**src/rtl/fpmisc_pkg.sv**
```systemverilog
package fpmisc_pkg;

    localparam int EXP_W   = 8;
    localparam int MAN_W   = 23;
    localparam int FP_W    = 1 + EXP_W + MAN_W;
    localparam int CLASS_W = 10;
    localparam int OP_W    = 3;

    typedef logic [FP_W-1:0] fp_t;

    typedef enum logic [OP_W-1:0] {
        OP_LT    = 3'd0,
        OP_LE    = 3'd1,
        OP_EQ    = 3'd2,
        OP_MIN   = 3'd3,
        OP_MAX   = 3'd4,
        OP_NEG   = 3'd5,
        OP_ABS   = 3'd6,
        OP_CLASS = 3'd7
    } fp_op_e;

    typedef struct packed {
        logic valid;
        fp_t  value;
        logic inv;
    } fp_res_t;

    localparam fp_t CANON_NAN = {1'b0, {EXP_W{1'b1}}, 1'b1, {(MAN_W-1){1'b0}}};

    function automatic logic exp_all_ones(fp_t x);
        return &x[FP_W-2:MAN_W];
    endfunction

    function automatic logic exp_all_zero(fp_t x);
        return ~|x[FP_W-2:MAN_W];
    endfunction

    function automatic logic is_nan(fp_t x);
        return exp_all_ones(x) && (|x[MAN_W-1:0]);
    endfunction

    function automatic logic is_snan(fp_t x);
        return is_nan(x) && !x[MAN_W-1];
    endfunction

    // Map a float onto an unsigned key whose integer order follows numeric
    // order. With flush set, every zero-exponent pattern collapses to +0.
    function automatic fp_t order_key(fp_t x, logic flush);
        fp_t v;
        v = (flush && exp_all_zero(x)) ? '0 : x;
        if (v[FP_W-1])
            return ~v;
        return {1'b1, v[FP_W-2:0]};
    endfunction

endpackage

```
**src/rtl/fpmisc_cmp.sv**
```systemverilog
module fpmisc_cmp
    import fpmisc_pkg::*;
(
    input  logic   clk,
    input  logic   rst,
    input  logic   take_i,
    input  fp_op_e op_i,
    input  fp_t    a_i,
    input  fp_t    b_i,
    output fp_res_t out_o
);

    fp_t  key_a, key_b;
    logic any_nan, any_snan, less, same, truth, raise;

    always_comb begin
        key_a    = order_key(a_i, 1'b1);
        key_b    = order_key(b_i, 1'b1);
        any_nan  = is_nan(a_i) || is_nan(b_i);
        any_snan = is_snan(a_i) || is_snan(b_i);
        less     = key_a < key_b;
        same     = key_a == key_b;
        truth    = 1'b0;
        raise    = 1'b0;
        unique case (op_i)
            OP_LT: begin truth = !any_nan && less;           raise = any_nan;  end
            OP_LE: begin truth = !any_nan && (less || same); raise = any_nan;  end
            OP_EQ: begin truth = !any_nan && same;           raise = any_snan; end
            default: begin truth = 1'b0; raise = 1'b0; end
        endcase
    end

    always_ff @(posedge clk) begin
        if (rst) begin
            out_o <= '0;
        end else begin
            out_o.valid <= take_i;
            out_o.value <= take_i ? {{(FP_W-1){1'b0}}, truth} : '0;
            out_o.inv   <= take_i && raise;
        end
    end

    // a comparison result is a single boolean bit
    a_r1_cmp_boolean: assert property (@(posedge clk) disable iff (rst)
        out_o.valid |-> out_o.value[FP_W-1:1] == '0);

    // an ordering test involving a NaN is never true
    a_r3_nan_false: assert property (@(posedge clk) disable iff (rst)
        (out_o.valid && $past(is_nan(a_i) || is_nan(b_i))) |-> out_o.value == '0);

endmodule

```
**src/rtl/fpmisc_minmax.sv**
```systemverilog
module fpmisc_minmax
    import fpmisc_pkg::*;
(
    input  logic    clk,
    input  logic    rst,
    input  logic    take_i,
    input  logic    want_max_i,
    input  fp_t     a_i,
    input  fp_t     b_i,
    output fp_res_t out_o
);

    logic s1_valid, s1_max;
    fp_t  s1_a, s1_b;
    fp_t  pick;
    logic pick_inv, a_below;

    always_ff @(posedge clk) begin
        if (rst) begin
            s1_valid <= 1'b0;
            s1_max   <= 1'b0;
            s1_a     <= '0;
            s1_b     <= '0;
        end else begin
            s1_valid <= take_i;
            if (take_i) begin
                s1_max <= want_max_i;
                s1_a   <= a_i;
                s1_b   <= b_i;
            end
        end
    end

    always_comb begin
        a_below  = order_key(s1_a, 1'b0) < order_key(s1_b, 1'b0);
        pick_inv = is_snan(s1_a) || is_snan(s1_b);
        if (is_nan(s1_a) && is_nan(s1_b))
            pick = CANON_NAN;
        else if (is_nan(s1_a))
            pick = s1_b;
        else if (is_nan(s1_b))
            pick = s1_a;
        else if (s1_max)
            pick = a_below ? s1_b : s1_a;
        else
            pick = a_below ? s1_a : s1_b;
    end

    always_ff @(posedge clk) begin
        if (rst) begin
            out_o <= '0;
        end else begin
            out_o.valid <= s1_valid;
            out_o.value <= s1_valid ? pick : '0;
            out_o.inv   <= s1_valid && pick_inv;
        end
    end

    // the chosen value is always one of the operands or the canonical NaN
    a_r4_pick_operand: assert property (@(posedge clk) disable iff (rst)
        out_o.valid |-> (out_o.value == $past(s1_a) || out_o.value == $past(s1_b)
                         || out_o.value == CANON_NAN));

    // a NaN is returned only when both operands were NaN
    a_r5_nan_only_both: assert property (@(posedge clk) disable iff (rst)
        (out_o.valid && is_nan(out_o.value)) |-> ($past(is_nan(s1_a)) && $past(is_nan(s1_b))));

endmodule

```
**src/rtl/fpmisc_sign.sv**
```systemverilog
module fpmisc_sign
    import fpmisc_pkg::*;
(
    input  logic    clk,
    input  logic    rst,
    input  logic    take_i,
    input  logic    clear_i,
    input  fp_t     a_i,
    output fp_res_t out_o
);

    logic new_sign;

    always_comb new_sign = clear_i ? 1'b0 : !a_i[FP_W-1];

    always_ff @(posedge clk) begin
        if (rst) begin
            out_o <= '0;
        end else begin
            out_o.valid <= take_i;
            out_o.value <= take_i ? {new_sign, a_i[FP_W-2:0]} : '0;
            out_o.inv   <= 1'b0;
        end
    end

    // only the sign bit may differ from the operand
    a_r6_magnitude_kept: assert property (@(posedge clk) disable iff (rst)
        out_o.valid |-> out_o.value[FP_W-2:0] == $past(a_i[FP_W-2:0]));

endmodule

```
**src/rtl/fpmisc_class.sv**
```systemverilog
module fpmisc_class
    import fpmisc_pkg::*;
(
    input  logic    clk,
    input  logic    rst,
    input  logic    take_i,
    input  fp_t     a_i,
    output fp_res_t out_o
);

    logic s1_valid;
    fp_t  s1_a;
    logic [CLASS_W-1:0] mask;

    always_ff @(posedge clk) begin
        if (rst) begin
            s1_valid <= 1'b0;
            s1_a     <= '0;
        end else begin
            s1_valid <= take_i;
            if (take_i)
                s1_a <= a_i;
        end
    end

    always_comb begin
        logic neg, man_zero;
        neg      = s1_a[FP_W-1];
        man_zero = ~|s1_a[MAN_W-1:0];
        mask     = '0;
        if (is_nan(s1_a))
            mask[s1_a[MAN_W-1] ? 9 : 8] = 1'b1;
        else if (exp_all_ones(s1_a))
            mask[neg ? 0 : 7] = 1'b1;
        else if (exp_all_zero(s1_a) && man_zero)
            mask[neg ? 3 : 4] = 1'b1;
        else if (exp_all_zero(s1_a))
            mask[neg ? 2 : 5] = 1'b1;
        else
            mask[neg ? 1 : 6] = 1'b1;
    end

    always_ff @(posedge clk) begin
        if (rst) begin
            out_o <= '0;
        end else begin
            out_o.valid <= s1_valid;
            out_o.value <= s1_valid ? {{(FP_W-CLASS_W){1'b0}}, mask} : '0;
            out_o.inv   <= 1'b0;
        end
    end

    // exactly one class bit is set, nothing above the mask
    a_r7_class_onehot: assert property (@(posedge clk) disable iff (rst)
        out_o.valid |-> ($countones(out_o.value[CLASS_W-1:0]) == 1
                         && out_o.value[FP_W-1:CLASS_W] == '0));

endmodule

```
**src/rtl/fpmisc_unit.sv**
```systemverilog
module fpmisc_unit
    import fpmisc_pkg::*;
(
    input  logic                 clk,
    input  logic                 rst,
    input  logic                 issue_i,
    input  logic [OP_W-1:0]      op_i,
    input  logic [FP_W-1:0]      opa_i,
    input  logic [FP_W-1:0]      opb_i,
    output logic                 res_valid_o,
    output logic [FP_W-1:0]      result_o,
    output logic                 invalid_o
);

    fp_op_e  op;
    logic    go_cmp, go_mm, go_sgn, go_cls;
    fp_res_t r_cmp, r_mm, r_sgn, r_cls, sel;

    always_comb begin
        op     = fp_op_e'(op_i);
        go_cmp = issue_i && (op == OP_LT || op == OP_LE || op == OP_EQ);
        go_mm  = issue_i && (op == OP_MIN || op == OP_MAX);
        go_sgn = issue_i && (op == OP_NEG || op == OP_ABS);
        go_cls = issue_i && (op == OP_CLASS);
    end

    fpmisc_cmp u_cmp (
        .clk(clk), .rst(rst), .take_i(go_cmp), .op_i(op),
        .a_i(opa_i), .b_i(opb_i), .out_o(r_cmp)
    );

    fpmisc_minmax u_mm (
        .clk(clk), .rst(rst), .take_i(go_mm), .want_max_i(op == OP_MAX),
        .a_i(opa_i), .b_i(opb_i), .out_o(r_mm)
    );

    fpmisc_sign u_sgn (
        .clk(clk), .rst(rst), .take_i(go_sgn), .clear_i(op == OP_ABS),
        .a_i(opa_i), .out_o(r_sgn)
    );

    fpmisc_class u_cls (
        .clk(clk), .rst(rst), .take_i(go_cls),
        .a_i(opa_i), .out_o(r_cls)
    );

    // Two-cycle paths take precedence: their issue is the older one.
    always_comb begin
        if (r_mm.valid)       sel = r_mm;
        else if (r_cls.valid) sel = r_cls;
        else if (r_cmp.valid) sel = r_cmp;
        else if (r_sgn.valid) sel = r_sgn;
        else                  sel = '0;
    end

    assign res_valid_o = sel.valid;
    assign result_o    = sel.value;
    assign invalid_o   = sel.inv;

    // no result without an issue one or two cycles earlier
    a_r8_no_spurious: assert property (@(posedge clk) disable iff (rst)
        res_valid_o |-> ($past(issue_i) || $past(issue_i, 2)));

    // on a collision the older, two-cycle result reaches the port
    a_r9_older_wins: assert property (@(posedge clk) disable iff (rst)
        ($past(go_mm, 2) && $past(go_sgn)) |-> (res_valid_o && result_o == r_mm.value));

endmodule

```
**config.mk**
```make
export PLATFORM = sky130hd
export DESIGN_NAME = fpmisc_unit
export DESIGN_NICKNAME = d
export VERILOG_FILES = /design/src/rtl/fpmisc_pkg.sv /design/src/rtl/fpmisc_cmp.sv /design/src/rtl/fpmisc_minmax.sv /design/src/rtl/fpmisc_sign.sv /design/src/rtl/fpmisc_class.sv /design/src/rtl/fpmisc_unit.sv
export SDC_FILE = /design/constraint.sdc
export NUM_CORES = 1
export LEC_CHECK = 0
export CELL_PAD_IN_SITES_DETAIL_PLACEMENT = 0
export CELL_PAD_IN_SITES_GLOBAL_PLACEMENT = 2
export CORE_MARGIN = 2
export CORE_UTILIZATION = 40
export CTS_BUF_LIST = sky130_fd_sc_hd__clkbuf_4 sky130_fd_sc_hd__clkbuf_8
export DETAILED_ROUTE_END_ITERATION = 10
export HOLD_SLACK_MARGIN = 0.05
export PLACE_DENSITY = 0.86
export RECOVER_POWER = 50
export SLEW_MARGIN = 5
export SYNTH_ARGS = -nofsm -noshare
export SYNTH_HDL_FRONTEND = slang
export SYNTH_HIERARCHICAL = 1
export SYNTH_SLANG_ARGS = --single-unit
```
**constraint.sdc**
```tcl
create_clock -name clk -period 5.95 [get_ports clk]
set_clock_uncertainty 0.1 [all_clocks]
set_input_delay 1.4875 -clock clk [delete_from_list [all_inputs] [get_ports clk]]
set_output_delay 1.4875 -clock clk [all_outputs]
set_load 0.01 [all_outputs]
```
After elaboration in Yosys (flattened, before gate mapping)
Index checks and enable logic that the tools add are counted.
{"block": "totals", "regBits": 233, "in_bits": 70}
{"block": "classes", "reduce_logical": 62, "magnitude_cmp": 12, "n_bitwise": 8, "muxes": 45, "n_eq_ne": 8}
{"op": "32-bit two-way mux", "count": 15}
{"op": "32-bit by 1-bit >= comparator with 1-bit output, second input constant", "count": 5}
{"op": "32-bit by 6-bit < comparator with 1-bit output, second input constant", "count": 5}
{"op": "34-bit two-way mux", "count": 4}
{"op": "32-bit inverter", "count": 4}
{"op": "23-bit OR reduction", "count": 5}
{"op": "32-bit < comparator", "count": 2}
{"op": "10-bit two-way mux", "count": 4}
{"op": "8-bit AND reduction", "count": 5}
{"op": "32-bit == test", "count": 1}
{"op": "31-bit two-way mux", "count": 1}
{"op": "1-bit logical AND", "count": 25}
{"op": "8-bit OR reduction", "count": 3}
{"op": "1-bit demux with 4-bit select", "count": 5}
{"op": "3-bit == test, second input constant", "count": 4}
{"op": "3-bit two-way mux", "count": 4}
{"op": "1-bit two-way mux", "count": 10}
{"op": "2-bit OR reduction", "count": 5}
{"op": "1-bit zero test", "count": 8}
{"op": "1-bit logical OR", "count": 8}
{"op": "3-bit by 2-bit == test with 1-bit output, second input constant", "count": 2}
{"op": "3-bit OR reduction", "count": 2}
{"op": "1-bit inverter", "count": 4}
{"op": "3-bit by 1-bit == test with 1-bit output, second input constant", "count": 1}
{"op": "other kinds (3)", "count": 3}

Longest topological paths before layout
Gate-level depths: netlist of run 1.
{"block": "logic_depth", "depth_word": 9, "mapped_depth": 12}

By module
Netlist of run 1, hierarchy kept.
{"mod": "fpmisc_minmax", "seq_area_each_um2": 2001.9, "area_per_inst_um2": 5124.9, "instances": 1, "cells_each": 550}
{"mod": "fpmisc_cmp", "seq_area_each_um2": 60.1, "area_per_inst_um2": 2053.2, "instances": 1, "cells_each": 288}
{"mod": "fpmisc_class", "seq_area_each_um2": 880.8, "area_per_inst_um2": 1749.2, "instances": 1, "cells_each": 174}
{"mod": "fpmisc_unit", "seq_area_each_um2": 0.0, "area_per_inst_um2": 1213.7, "instances": 1, "cells_each": 134}
{"mod": "fpmisc_sign", "seq_area_each_um2": 660.6, "area_per_inst_um2": 1029.7, "instances": 1, "cells_each": 74}

Worst setup path before layout of run 1
OpenSTA, ideal clock, no wires.
{"block": "synth_timing", "path_kind": "input -> register", "start": "in opa_i[30]", "end": "reg u_cmp/out_o[1] in the netlist's numbering", "slack_ps": 1521, "arrival_ps": 4262, "t_required_ps": 5783, "cell_stages": 11, "path_cell_list": "or4_4 > nor2_1 > clkbuf_1 > nor2_1 > ha_1 > a21o_1 > a221o_1 > a22oi_1 > o32ai_1 > or4_4 > a21oi_2"}
{"block": "synth_between", "elab_chain_cells": 9}
{"item": "start, declared", "line": "fpmisc_unit.sv:8", "text": "input logic [FP_W-1:0] opa_i,"}
{"item": "8-bit OR reduction", "line": "fpmisc_pkg.sv:35", "text": "return ~|x[FP_W-2:MAN_W];"}
{"item": "32-bit two-way mux", "line": "fpmisc_pkg.sv:50", "text": "v = (flush && exp_all_zero(x)) ? '0 : x;"}
{"item": "32-bit inverter", "line": "fpmisc_pkg.sv:52", "text": "return ~v;"}
{"item": "32-bit two-way mux", "line": "fpmisc_pkg.sv:51", "text": "if (v[FP_W-1])"}
{"item": "32-bit two-way mux", "line": "fpmisc_pkg.sv:53", "text": "return {1'b1, v[FP_W-2:0]};"}
{"item": "32-bit < comparator or 32-bit == test (tied branches)", "line": "fpmisc_cmp.sv:21, fpmisc_cmp.sv:22"}
{"item": "1-bit logical OR", "line": "fpmisc_cmp.sv:27", "text": "OP_LE: begin truth = !any_nan && (less || same); raise = any_nan; end"}
{"item": "1-bit logical AND", "line": "fpmisc_cmp.sv:27"}
{"item": "1-bit case mux with 3 select lines (*)", "line": "fpmisc_cmp.sv:25", "text": "unique case (op_i)"}
{"item": "end, declared", "line": "fpmisc_cmp.sv:10", "text": "output fp_res_t out_o"}
Mark *: on every way between the ends. The rest lies on a longest branch, timed or not. The select of a mux whose other input is x is not followed.
A chain may end at the register's enable or synchronous reset.

Final worst setup path of run 1
{"block": "layout_timing", "start": "in op_i[1]", "end": "reg u_cls.s1_a[18]"}
{"block": "layout_between", "elab_chain_cells": 2}
{"item": "start, declared", "line": "fpmisc_unit.sv:7", "text": "input logic [OP_W-1:0] op_i,"}
{"item": "3-bit == test", "line": "fpmisc_unit.sv:24", "text": "go_cls = issue_i && (op == OP_CLASS);"}
{"item": "1-bit logical AND", "line": "fpmisc_unit.sv:24"}
{"item": "net go_cls", "line": "fpmisc_unit.sv:16", "text": "logic go_cmp, go_mm, go_sgn, go_cls;"}
{"item": "end signal, assigned", "line": "fpmisc_class.sv:22", "text": "s1_a <= a_i;"}
{"item": "end, declared", "line": "fpmisc_class.sv:12", "text": "fp_t s1_a;"}
The timed path passes the listed nets, and every way through them passes these cells.

==> summary.txt, run 1 <==
Worst setup path
  • Slowest cell on crit path: nor2_1
  • Critical Path Stages: 5
  • Worst Path Arrival: 5.36 ns
  • Most numerous cell on the critical path: nor2_1
  • Startpoint Class: input port
  • Worst path bufs/invs: 1
  • CP required: between 6 and 7 ns
  • Worst reg2reg path depth: 10
  • Crit Path Max Fanout: 33
  • Top delay family on crit path: simple AND/OR/NAND/NOR gates
  • Worst-path cell chain: dlygate4sd3_1, nand2_1, nor2_1, mux2i_1, nor2_1
  • CP max stage delay: 2.48 ns
  • Critical Path End Type: flip-flop
  • Critical path class: input port to flip-flop

Place
  • DP HPWL: approximately 26 mm
  • Placed cells: ~1600
  • Number of port buffers: roughly 100
  • GP Congestion: 0.9205

Cells and area
  • Syn-to-layout area delta: 12.53%
  • Nets@finish: between 1000 and 1500
  • Most frequent cells in the layout: dfxtp_1 (177), nor2_1 (138), clkdlybuf4s50_1 (101)
  • Util after Layout: a little under half
  • Share of layout cells above drive strength 1: roughly 13%
  • Multi-input gate area: approximately 0.0068 sq mm
  • Fill count: ~2800
  • Non-filler cells, final: roughly 1700
  • Diode count: 0
  • Commonest non-fill, non-tap cell in the layout: dfxtp_1
  • Register Area: between 0.003 and 0.004 sq mm

STA
  • Worst relative slew slack: -123.5%
  • Final setup TNS: 0 ns
  • Max Fclk: roughly 190 MHz
  • Post-layout minimum cycle time: ~5.2 ns
  • Final period util: ~87%
  • Hold Fails Final Rpt: 0
  • Least-Margin Pin Slew: 3.340 ns
  • Final setup vio count: 0
  • RSZ-0062 raised after global routing: no
  • WHS: 0.4108 ns
  • Final Max Tran Viols: 155

Logic synthesis
  • EDFF count, synth: 0
  • Post-synthesis xor/xnor area fraction: approximately a tenth
  • Ys flop type: dfxtp_1
  • Largest family of logic cells by synthesized area: simple AND/OR/NAND/NOR gates
  • Synthesized area per cell: ~9.2 sq um
  • FFs w/ async S/R, synth: 0%
  • Post-Synthesis Cells: approximately 1200
  • Post-synthesis simple-gate area fraction: about 17%
  • Register area share after synthesis: 32.26%
  • Distinct cell type count after synthesis: 68
  • Post-synthesis adder-cell area fraction: between 6 and 7%
  • Synthesized cell area: 0.01117 sq mm
  • Post-synth top area share: around 32%
  • Flops & latches, synth: between 150 and 200
  • Synth warn: 6
  • Synth top area cells: dfxtp_1 (32%), mux2i_1 (8.7%), ha_1 (6.9%)
  • Compound-gate portion of the synthesized area: 15.38%
  • Multiplexer share of the synthesized area: slightly below 9%
  • Yosys top cell by area: dfxtp_1

GRT
  • Largest net degree at the start of global routing: 56
  • Grt ovf: 0
  • Tot GR Track Use: approximately 24%
  • First-pass GRT wire length: around 53 mm
  • Antenna violations before repair: 4
  • Vias in the first global route: 8567

Drt
  • Post-route DRC violation count: 0
  • Routed Antenna Nets: 0
  • Routed wire per std cell: ~21 um
  • Via count: ~9000
  • DR iter-0 viols: between 700 and 800
  • Drt total wl: roughly 35 mm
  • DRT Pass-1 Iters: 5
  • Vias/cell: 5.377

Pwr
  • Power Total: approximately 2.8 mW
  • Pwr dens: approximately 220 mW/mm^2
  • Leak pwr: 4.842 nW
  • VDD IR max: roughly 0.00012 V

Clock tree
  • Clock slew at reported path FFs: approximately 0.11 ns
  • Post-CTS sizing: 0
  • Later-pin clock latency in the skew report: about 0.48 ns
  • Post-CTS setup buffer count: 0
  • CTS Buf Count: 17
  • Clock sink count: 180
  • Clock buffer depth: 2
  • CTS root buf: clkbuf_8
  • Cts hold-fix bufs: 0
  • H-tree Lvls: 4
  • CTS tree: yes

Outcome
  • Outcome: finished with violations
  • Violated checks: max-capacitance violations, max-slew violations

Hold path
  • Hold Crit Class: flip-flop to flip-flop
  • Worst hold path stage count: 2

Floorplan
  • Die H: approximately 170 um
  • FP Rows: between 60 and 70
  • Initial core utilization: around two fifths
  • Die ar.: 0.02928 sq mm
  • Die X: 171.1 um
  • Core area: 0.02763 sq mm
  • I/O pin count: roughly 100

Job
  • Max_cap viols: 4
-- metal layers --
metal | vias to the layer above | GRT usage (%) | part of all wire, %
met4 | 0 | 7.627 | 2.5
li1 | 4352 | - | -
met5 | - | 0 | 0
met2 | 333 | 37.32 | 44
met3 | 42 | 3.470 | 6.9
met1 | 4290 | 35.40 | 47
-- kinds of logic (layout without fill, tap and decap cells) --
kind of cell	after synthesis	in the layout
simple gates	367	367
compound gates	231	231
flops	180	180
buf+inv	151	178
xor+xnor	127	127
mux	99	99
fa+ha+maj	62	62
other cells	3	55
-- worst register-to-register path, delay by kind of cell, from the launching register on --
kind,cells,cell delay [ns]
adder cells (fa/ha/maj),1,0.36
AND/OR/NAND/NOR,3,0.76
buffers and inverters,1,0.37
multiplexers,1,0.61
flip-flops,1,0.90
AO/OA/AOI/OAI,3,0.77
XOR/XNOR,1,0.18
-- synthesized netlist by cell type, types with 4 or more instances --
cell      instances
a21boi_1         22
a21o_1            4
a21oi_1          40
a21oi_2          31
a22oi_1           4
a22oi_2          29
and3b_1          10
and3b_2          23
buf_1            12
buf_2            18
buf_4            62
buf_6             8
clkbuf_1         26
clkbuf_8          6
dfxtp_1         180
ha_1             62
inv_1            15
mux2i_1          97
nand2_1          50
nand3_1          44
nand4_1          25
nor2_1          138
nor2b_1           7
nor3_1           10
nor4_1           36
o21ai_0          15
o21ai_1          31
o22ai_1          33
or4_4             4
xnor2_1          64
xor2_1           62
-- final timing paths --
check                                endpoint                   startpoint  slack (ns)
setup / recovery  u_cls/s1_a[18]$_SDFFE_PP0P_                      op_i[1]        0.78
hold / removal    u_cls/s1_a[20]$_SDFFE_PP0P_  u_cls/s1_a[20]$_SDFFE_PP0P_        0.41
setup reg to reg    u_mm/out_o[14]$_SDFF_PP0_   u_mm/s1_b[31]$_SDFFE_PP0P_        1.80
hold reg to reg   u_cls/s1_a[20]$_SDFFE_PP0P_  u_cls/s1_a[20]$_SDFFE_PP0P_        0.41
-- layout make-up --
class	count	share of cell area, %
repair buffers	131	9.874
clock inverters	14	1.433
well taps	378	3.762
flip-flops and latches	180	28.70
clock buffers	18	1.921
inverters	15	0.4479
multi-input cells	941	53.87
-- sequential cells by signal, summed over array words and instances (netlist names) --
name and count:
u_mm/s1_max 1, u_cls/out_o 11, u_cls/s1_valid 1, u_cmp/out_o 3, u_mm/s1_b 32, u_cls/s1_a 32, u_mm/s1_valid 1, u_sgn/out_o 33
u_mm/s1_a 32, u_mm/out_o 34
-- per-stage QoR --
step / worst slack (ns) / instance area, sq um
3_5_place_dp: 0.6781 / 12190
3_3_place_gp: 0.7880 / 12190
4_1_cts: 1.200 / 12610
5_1_grt: 0.5091 / 12570
2_1_floorplan: 1.521 / 11370
6_report: 0.7814 / 12570
-- report_power, final --
group	leakage, nW	internal (mW)	switching, mW
registers	1.46	1.23	0.0378
logic	3.17	0.271	0.402
clock network	0.210	0.331	0.537
total	4.84	1.83	0.977
(Power assumes the default switching activity.)
==> run 2: changes to the inputs <==
CORE_UTILIZATION = 30   (was 40)
PLACE_DENSITY = 0.67   (was 0.86)
==> summary.txt, run 2 (synthesis results as in run 1) <==
Outcome
  • Outcome: finished with violations
  • Violated checks: max-capacitance violations, max-slew violations

Cells and area
  • Commonest non-fill, non-tap cell in the layout: dfxtp_1
  • Fill count: 3860 (+40%)
  • Biggest register: u_mm/out_o
  • Share of layout cells above drive strength 1: 12.75% (+0.12 points)
  • Nets@finish: 1421 (+0.21%)
  • Most frequent cells in the layout: dfxtp_1 (177), nor2_1 (137), clkdlybuf4s50_1 (102)
  • Util after Layout: 34.75% (-11 points)
  • Largest register FFs: 34 (unchanged)
  • Largest registers: u_mm/out_o: 34 flops, u_sgn/out_o: 33 flops
  • Syn-to-layout area delta: 13.90%

Clock tree
  • CTS Buf Count: 17 (unchanged)
  • CTS root buf: clkbuf_8
  • Post-CTS sizing: 0 (unchanged)
  • Clock sink count: 180 (unchanged)
  • Post-CTS setup buffer count: 0 (unchanged)
  • Clock buffer depth: 2 (unchanged)
  • CTS tree: yes
  • H-tree Lvls: 4 (unchanged)
  • Later-pin clock latency in the skew report: 0.48 ns (about the same)
  • Clock slew at reported path FFs: 0.11 ns (about the same)
  • Cts hold-fix bufs: 0 (unchanged)

GRT
  • Largest net degree at the start of global routing: 70 (+25%)
  • Tot GR Track Use: 20.51% (-3.9 points)
  • Grt ovf: 0 (unchanged)
  • Antenna violations before repair: 3 (-1)
  • First-pass GRT wire length: 57.90 mm (+9.9%)
  • Vias in the first global route: 8738 (+2.0%)

Pwr
  • Leak pwr: 4.866 nW (+0.51%)
  • VDD IR max: 0.0001464 V (+22%)
  • Pwr dens: 224.7 mW/mm^2 (+0.47%)

Worst setup path
  • CP required: 6.15 ns (about the same)
  • Critical path class: input port to flip-flop
  • Worst R2R Start: u_mm/s1_a[31]$_SDFFE_PP0P_
  • Crit Path Max Fanout: 69 (+110%)
  • Worst Path Arrival: 5.07 ns (-0.29 ns)
  • Terminus of the critical flop-to-flop path: u_mm/out_o[7]$_SDFF_PP0_
  • Critical Path Source: rst
  • Critical Path End Type: flip-flop
  • Flop-to-flop setup slack: 1.52 ns (-0.28 ns)
  • Worst reg2reg path depth: 10 (unchanged)
  • End of the critical path: u_sgn/out_o[32]$_SDFF_PP0_
  • Startpoint Class: input port

Drt
  • Via count: 8888 (-1.4%)
  • DR iter-0 viols: 583 (-26%)
  • Drt total wl: 39.45 mm (+11%)
  • Routed Antenna Nets: 0 (unchanged)
  • Vias/cell: 5.019 (-6.7%)
  • DRT Pass-1 Iters: 6 (+1)
  • Routed wire per std cell: 22.27 um (+5.3%)
  • Post-route DRC violation count: 0 (unchanged)

Floorplan
  • FP Rows: 70 (+15%)
  • Die X: 197.0 um (+15%)
  • Initial core utilization: 30.51% (-9.9 points)
  • Die H: 197.0 um (+15%)
  • I/O pin count: 104 (unchanged)
  • Core area: 0.03661 sq mm (+33%)
  • Die ar.: 0.03880 sq mm (+32%)

STA
  • Final Max Tran Viols: 69 (-55%)
  • Final setup vio count: 0 (unchanged)
  • Worst relative slew slack: -127.3% (-3.8 points)
  • Final period util: 81.87% (-5.0 points)
  • Post-layout minimum cycle time: 4.871 ns (-0.2976 ns)
  • Hold Fails Final Rpt: 0 (unchanged)
  • Final setup TNS: 0 ns (unchanged)
  • Max Fclk: 205.3 MHz (+6.1%)
  • Least-Margin Pin Slew: 3.410 ns (+0.06988 ns)
  • RSZ-0062 raised after global routing: no

Place
  • DP HPWL: 29.31 mm (+13%)
  • GP Congestion: 0.8402 (-8.7%)
  • Number of port buffers: 103 (unchanged)

Job
  • Max_cap viols: 1 (-3)

Hold path
  • Hold Crit Class: flip-flop to flip-flop
run 2: worst max-delay path, cell delays in order:
cell,delay [ns]
clkbuf_1,2.36
buf_4,0.87
nor4b_1,0.25
run 2: final cells by class:
class                   instances  area, sq um  area share (%)
flip-flops and latches        180         3607           28.35
clock inverters                15        186.4           1.465
clock buffers                  17        234.0           1.839
inverters                      15        56.30          0.4425
repair buffers                134         1270           9.981
well taps                     468        585.6           4.602
diodes                          1        2.502         0.01967
multi-input cells             941         6782           53.30
run 2: per-layer routing:
metal	wire [um]	GRT usage, %	up-vias
li1	-	-	4349
met4	825	5.792	0
met5	0	0	-
met2	17940	32.55	195
met1	19470	29.08	4315
met3	1209	2.669	29
run 2: worst min path at each step:
stage	startpoint	to	slack [ns]	cells past startpoint
global placement	u_cls/s1_a[11]$_SDFFE_PP0P_	u_cls/s1_a[11]$_SDFFE_PP0P_	0.37	2
global route	u_cls/s1_a[15]$_SDFFE_PP0P_	u_cls/s1_a[15]$_SDFFE_PP0P_	0.43	2
finish	u_cls/s1_a[12]$_SDFFE_PP0P_	u_cls/s1_a[12]$_SDFFE_PP0P_	0.41	2
CTS	u_cls/s1_a[12]$_SDFFE_PP0P_	u_cls/s1_a[12]$_SDFFE_PP0P_	0.41	2
detailed placement	u_cls/s1_a[12]$_SDFFE_PP0P_	u_cls/s1_a[12]$_SDFFE_PP0P_	0.39	2
floorplan	u_cls/s1_a[22]$_SDFFE_PP0P_	u_cls/out_o[9]$_SDFF_PP0_	0.34	1
run 2: where the power goes:
| group | total, mW | switching, mW | internal, mW | leakage, nW |
|---|---|---|---|---|
| logic | 0.691 | 0.422 | 0.268 | 3.19 |
| registers | 1.27 | 0.0379 | 1.23 | 1.46 |
| clock network | 0.899 | 0.539 | 0.360 | 0.213 |
| total | 2.86 | 0.999 | 1.86 | 4.87 |
run 2: per-stage QoR:
step / worst slack, ns / area, sq um / cells / power, mW / hold slack, ns
after floorplan: 1.521 / 11370 / 1272 / 1.753 / 0.3398
after global placement: 0.7822 / 12330 / 1738 / 1.980 / 0.3741
after detailed placement: 0.7693 / 12330 / 1738 / 1.984 / 0.3851
after CTS: 1.292 / 12750 / 1770 / 2.885 / 0.4132
after global routing: 0.8502 / 12720 / 1770 / 3.006 / 0.4287
final: 1.079 / 12720 / 1771 / 2.859 / 0.4073
==> run 3: changes to the inputs <==
PLACE_DENSITY = 0.7   (was 0.67)
clock period = 4.2 ns   (was 5.95 ns; I/O delays follow)
==> summary.txt, run 3 (synthesis results as in run 1) <==
Cells and area
  • Largest registers: u_mm/out_o: 34 flops, u_sgn/out_o: 33 flops
  • Fill count: 3828 (-0.83%)
  • Largest register FFs: 34 (unchanged)
  • Nets@finish: 1487 (+4.6%)
  • Most frequent cells in the layout: dfxtp_1 (177), nor2_1 (137), clkdlybuf4s50_1 (101)
  • Non-filler cells, final: 1837 (+3.7%)
  • Commonest non-fill, non-tap cell in the layout: dfxtp_1
  • Share of layout cells above drive strength 1: 17.25% (+4.5 points)
  • Syn-to-layout area delta: 18.87%
  • Biggest register: u_mm/out_o

Clock tree
  • Later-pin clock latency in the skew report: 0.50 ns (+0.02 ns)
  • Cts hold-fix bufs: 0 (unchanged)
  • Post-CTS sizing: 0 (unchanged)
  • Post-CTS setup buffer count: 0 (unchanged)
  • CTS tree: yes
  • Clock slew at reported path FFs: 0.10 ns (about the same)
  • Clock sink count: 180 (unchanged)
  • H-tree Lvls: 4 (unchanged)
  • CTS root buf: clkbuf_8
  • CTS Buf Count: 17 (unchanged)
  • Clock buffer depth: 2 (unchanged)

STA
  • Post-layout minimum cycle time: slightly below 4 ns
  • Least-Margin Pin Slew: 1.520 ns (-1.890 ns)
  • Final Max Tran Viols: 74 (+7.2%)
  • Setup WS post-layout: 0.2288 ns (-0.8501 ns)
  • Max Fclk: between 200 and 300 MHz
  • Final period util: a little over nine tenths
  • Worst relative slew slack: -1.320% (+130 points)
  • Hold Fails Final Rpt: 0 (unchanged)
  • RSZ-0062 raised after global routing: no
  • Final setup vio count: 0 (unchanged)

Worst setup path
  • Startpoint Class: input port
  • Critical Path End Type: flip-flop
  • Critical path class: input port to flip-flop
  • Crit Path Max Fanout: 18 (-74%)
  • CP required: 4.54 ns (-1.61 ns)
  • Worst Path Arrival: 4.31 ns (-0.76 ns)

Drt
  • Drt total wl: 39.64 mm (+0.49%)
  • Vias/cell: 5.034 (+0.30%)
  • Post-route DRC violation count: 0 (unchanged)
  • DR iter-0 viols: 618 (+6.0%)
  • Routed Antenna Nets: 0 (unchanged)
  • Routed wire per std cell: 21.58 um (-3.1%)
  • Via count: 9247 (+4.0%)
  • DRT Pass-1 Iters: 5 (-1)

GRT
  • Grt ovf: 0 (unchanged)
  • Tot GR Track Use: 20.51% (about the same)
  • Largest net degree at the start of global routing: 74 (+5.7%)
  • First-pass GRT wire length: 58.44 mm (+0.94%)
  • Antenna violations before repair: 2 (-1)
  • Vias in the first global route: 9097 (+4.1%)

Outcome
  • Outcome: finished with violations
  • Violated checks: max-capacitance violations, max-slew violations

Place
  • Number of port buffers: 103 (unchanged)
  • Pre-CTS WS: -0.2635 ns (-1.033 ns)
  • DP HPWL: 29.99 mm (+2.3%)
  • Placed cells: 1804 (+3.8%)
  • GP Congestion: 0.8800 (+4.7%)

Pwr
  • Pwr dens: 313.6 mW/mm^2 (+40%)
  • Leak pwr: 5.199 nW (+6.8%)
  • VDD IR max: 0.0002034 V (+39%)

Floorplan
  • Core area: 0.03661 sq mm (unchanged)
  • Initial core utilization: 30.51% (unchanged)
  • FP Rows: 70 (unchanged)
  • Die X: 197.0 um (unchanged)
  • I/O pin count: 104 (unchanged)
  • Die H: 197.0 um (unchanged)
  • Die ar.: 0.03880 sq mm (unchanged)

Hold path
  • Hold Crit Class: flip-flop to flip-flop

Job
  • Max_cap viols: 2 (+1)
## run 3: changes by cell type in the layout (fill, tap and decap cells not counted), moves of 2 or more
cell        previous run  this run
inv_8                  3         1
and3b_1               14        10
buf_4                 30        88
buf_12                 1         6
clkbuf_2               0         2
and3b_2               19        23
clkinv_8               4         0
clkinvlp_4             0         2
inv_6                  5         3
bufinv_16              1         3
## run 3: worst max-delay path, cell delays in order
cell and delay, ns:
clkdlybuf4s50_1 0.42, or4_4 0.58, nor2_1 0.21, buf_12 0.18, nor2_1 0.06, ha_1 0.30, a21o_1 0.18, a221o_1 0.34
a22oi_1 0.20, o32ai_1 0.11, or4_4 0.53, a21oi_2 0.14
## run 3: final cells by class
class                      count  area (sq um)  area share [%]
timing repair buffer         200          1819           13.70
clock inverter                13         170.2           1.281
inverter                      15         56.30          0.4240
clock buffer                  19         255.2           1.922
sequential                   180          3607           27.16
tap                          468         585.6           4.410
antenna                        1         2.502         0.01884
multi-input combinational    941          6783           51.08
## run 3: per-stage QoR
stage	util [%]	TNS [ns]	area, sq um	power (mW)	hold slack, ns
floorplan	-	0	11370	2.484	0.3398
global placement	35.16	-0.2360	12870	2.882	0.3739
detailed placement	35.16	-0.2635	12870	2.887	0.3835
CTS	36.32	0	13300	4.197	0.4111
global route	36.26	0	13280	4.368	0.4431
finish	36.27	0	13280	4.164	0.4051
## run 3: report_power, final
part	internal (mW)	leakage, nW	switching (mW)
Combinational	0.447	3.53	0.613
Sequential	1.74	1.46	0.0506
Clock	0.620	0.212	0.689
Total	2.81	5.20	1.35
## run 3: worst paths after layout
kind | cells after the start | slack, ns | startpoint | to
worst max-delay path | 12 | 0.23 | opa_i[30] | u_cmp/out_o[1]$_SDFF_PP0_
worst min-delay path | 2 | 0.41 | u_cls/s1_a[16]$_SDFFE_PP0P_ | u_cls/s1_a[16]$_SDFFE_PP0P_
worst max register to register | 10 | 0.68 | u_mm/s1_a[31]$_SDFFE_PP0P_ | u_mm/out_o[2]$_SDFF_PP0_
worst min register to register | 2 | 0.41 | u_cls/s1_a[16]$_SDFFE_PP0P_ | u_cls/s1_a[16]$_SDFFE_PP0P_
## run 3: metal layers
layer / global-route usage, % / vias up / part of all wire (%)
li1: - / 4496 / -
met4: 5.013 / 0 / 1.5
met2: 32.88 / 209 / 46
met5: 0 / - / 0
met3: 3.200 / 33 / 3.9
met1: 28.79 / 4509 / 49
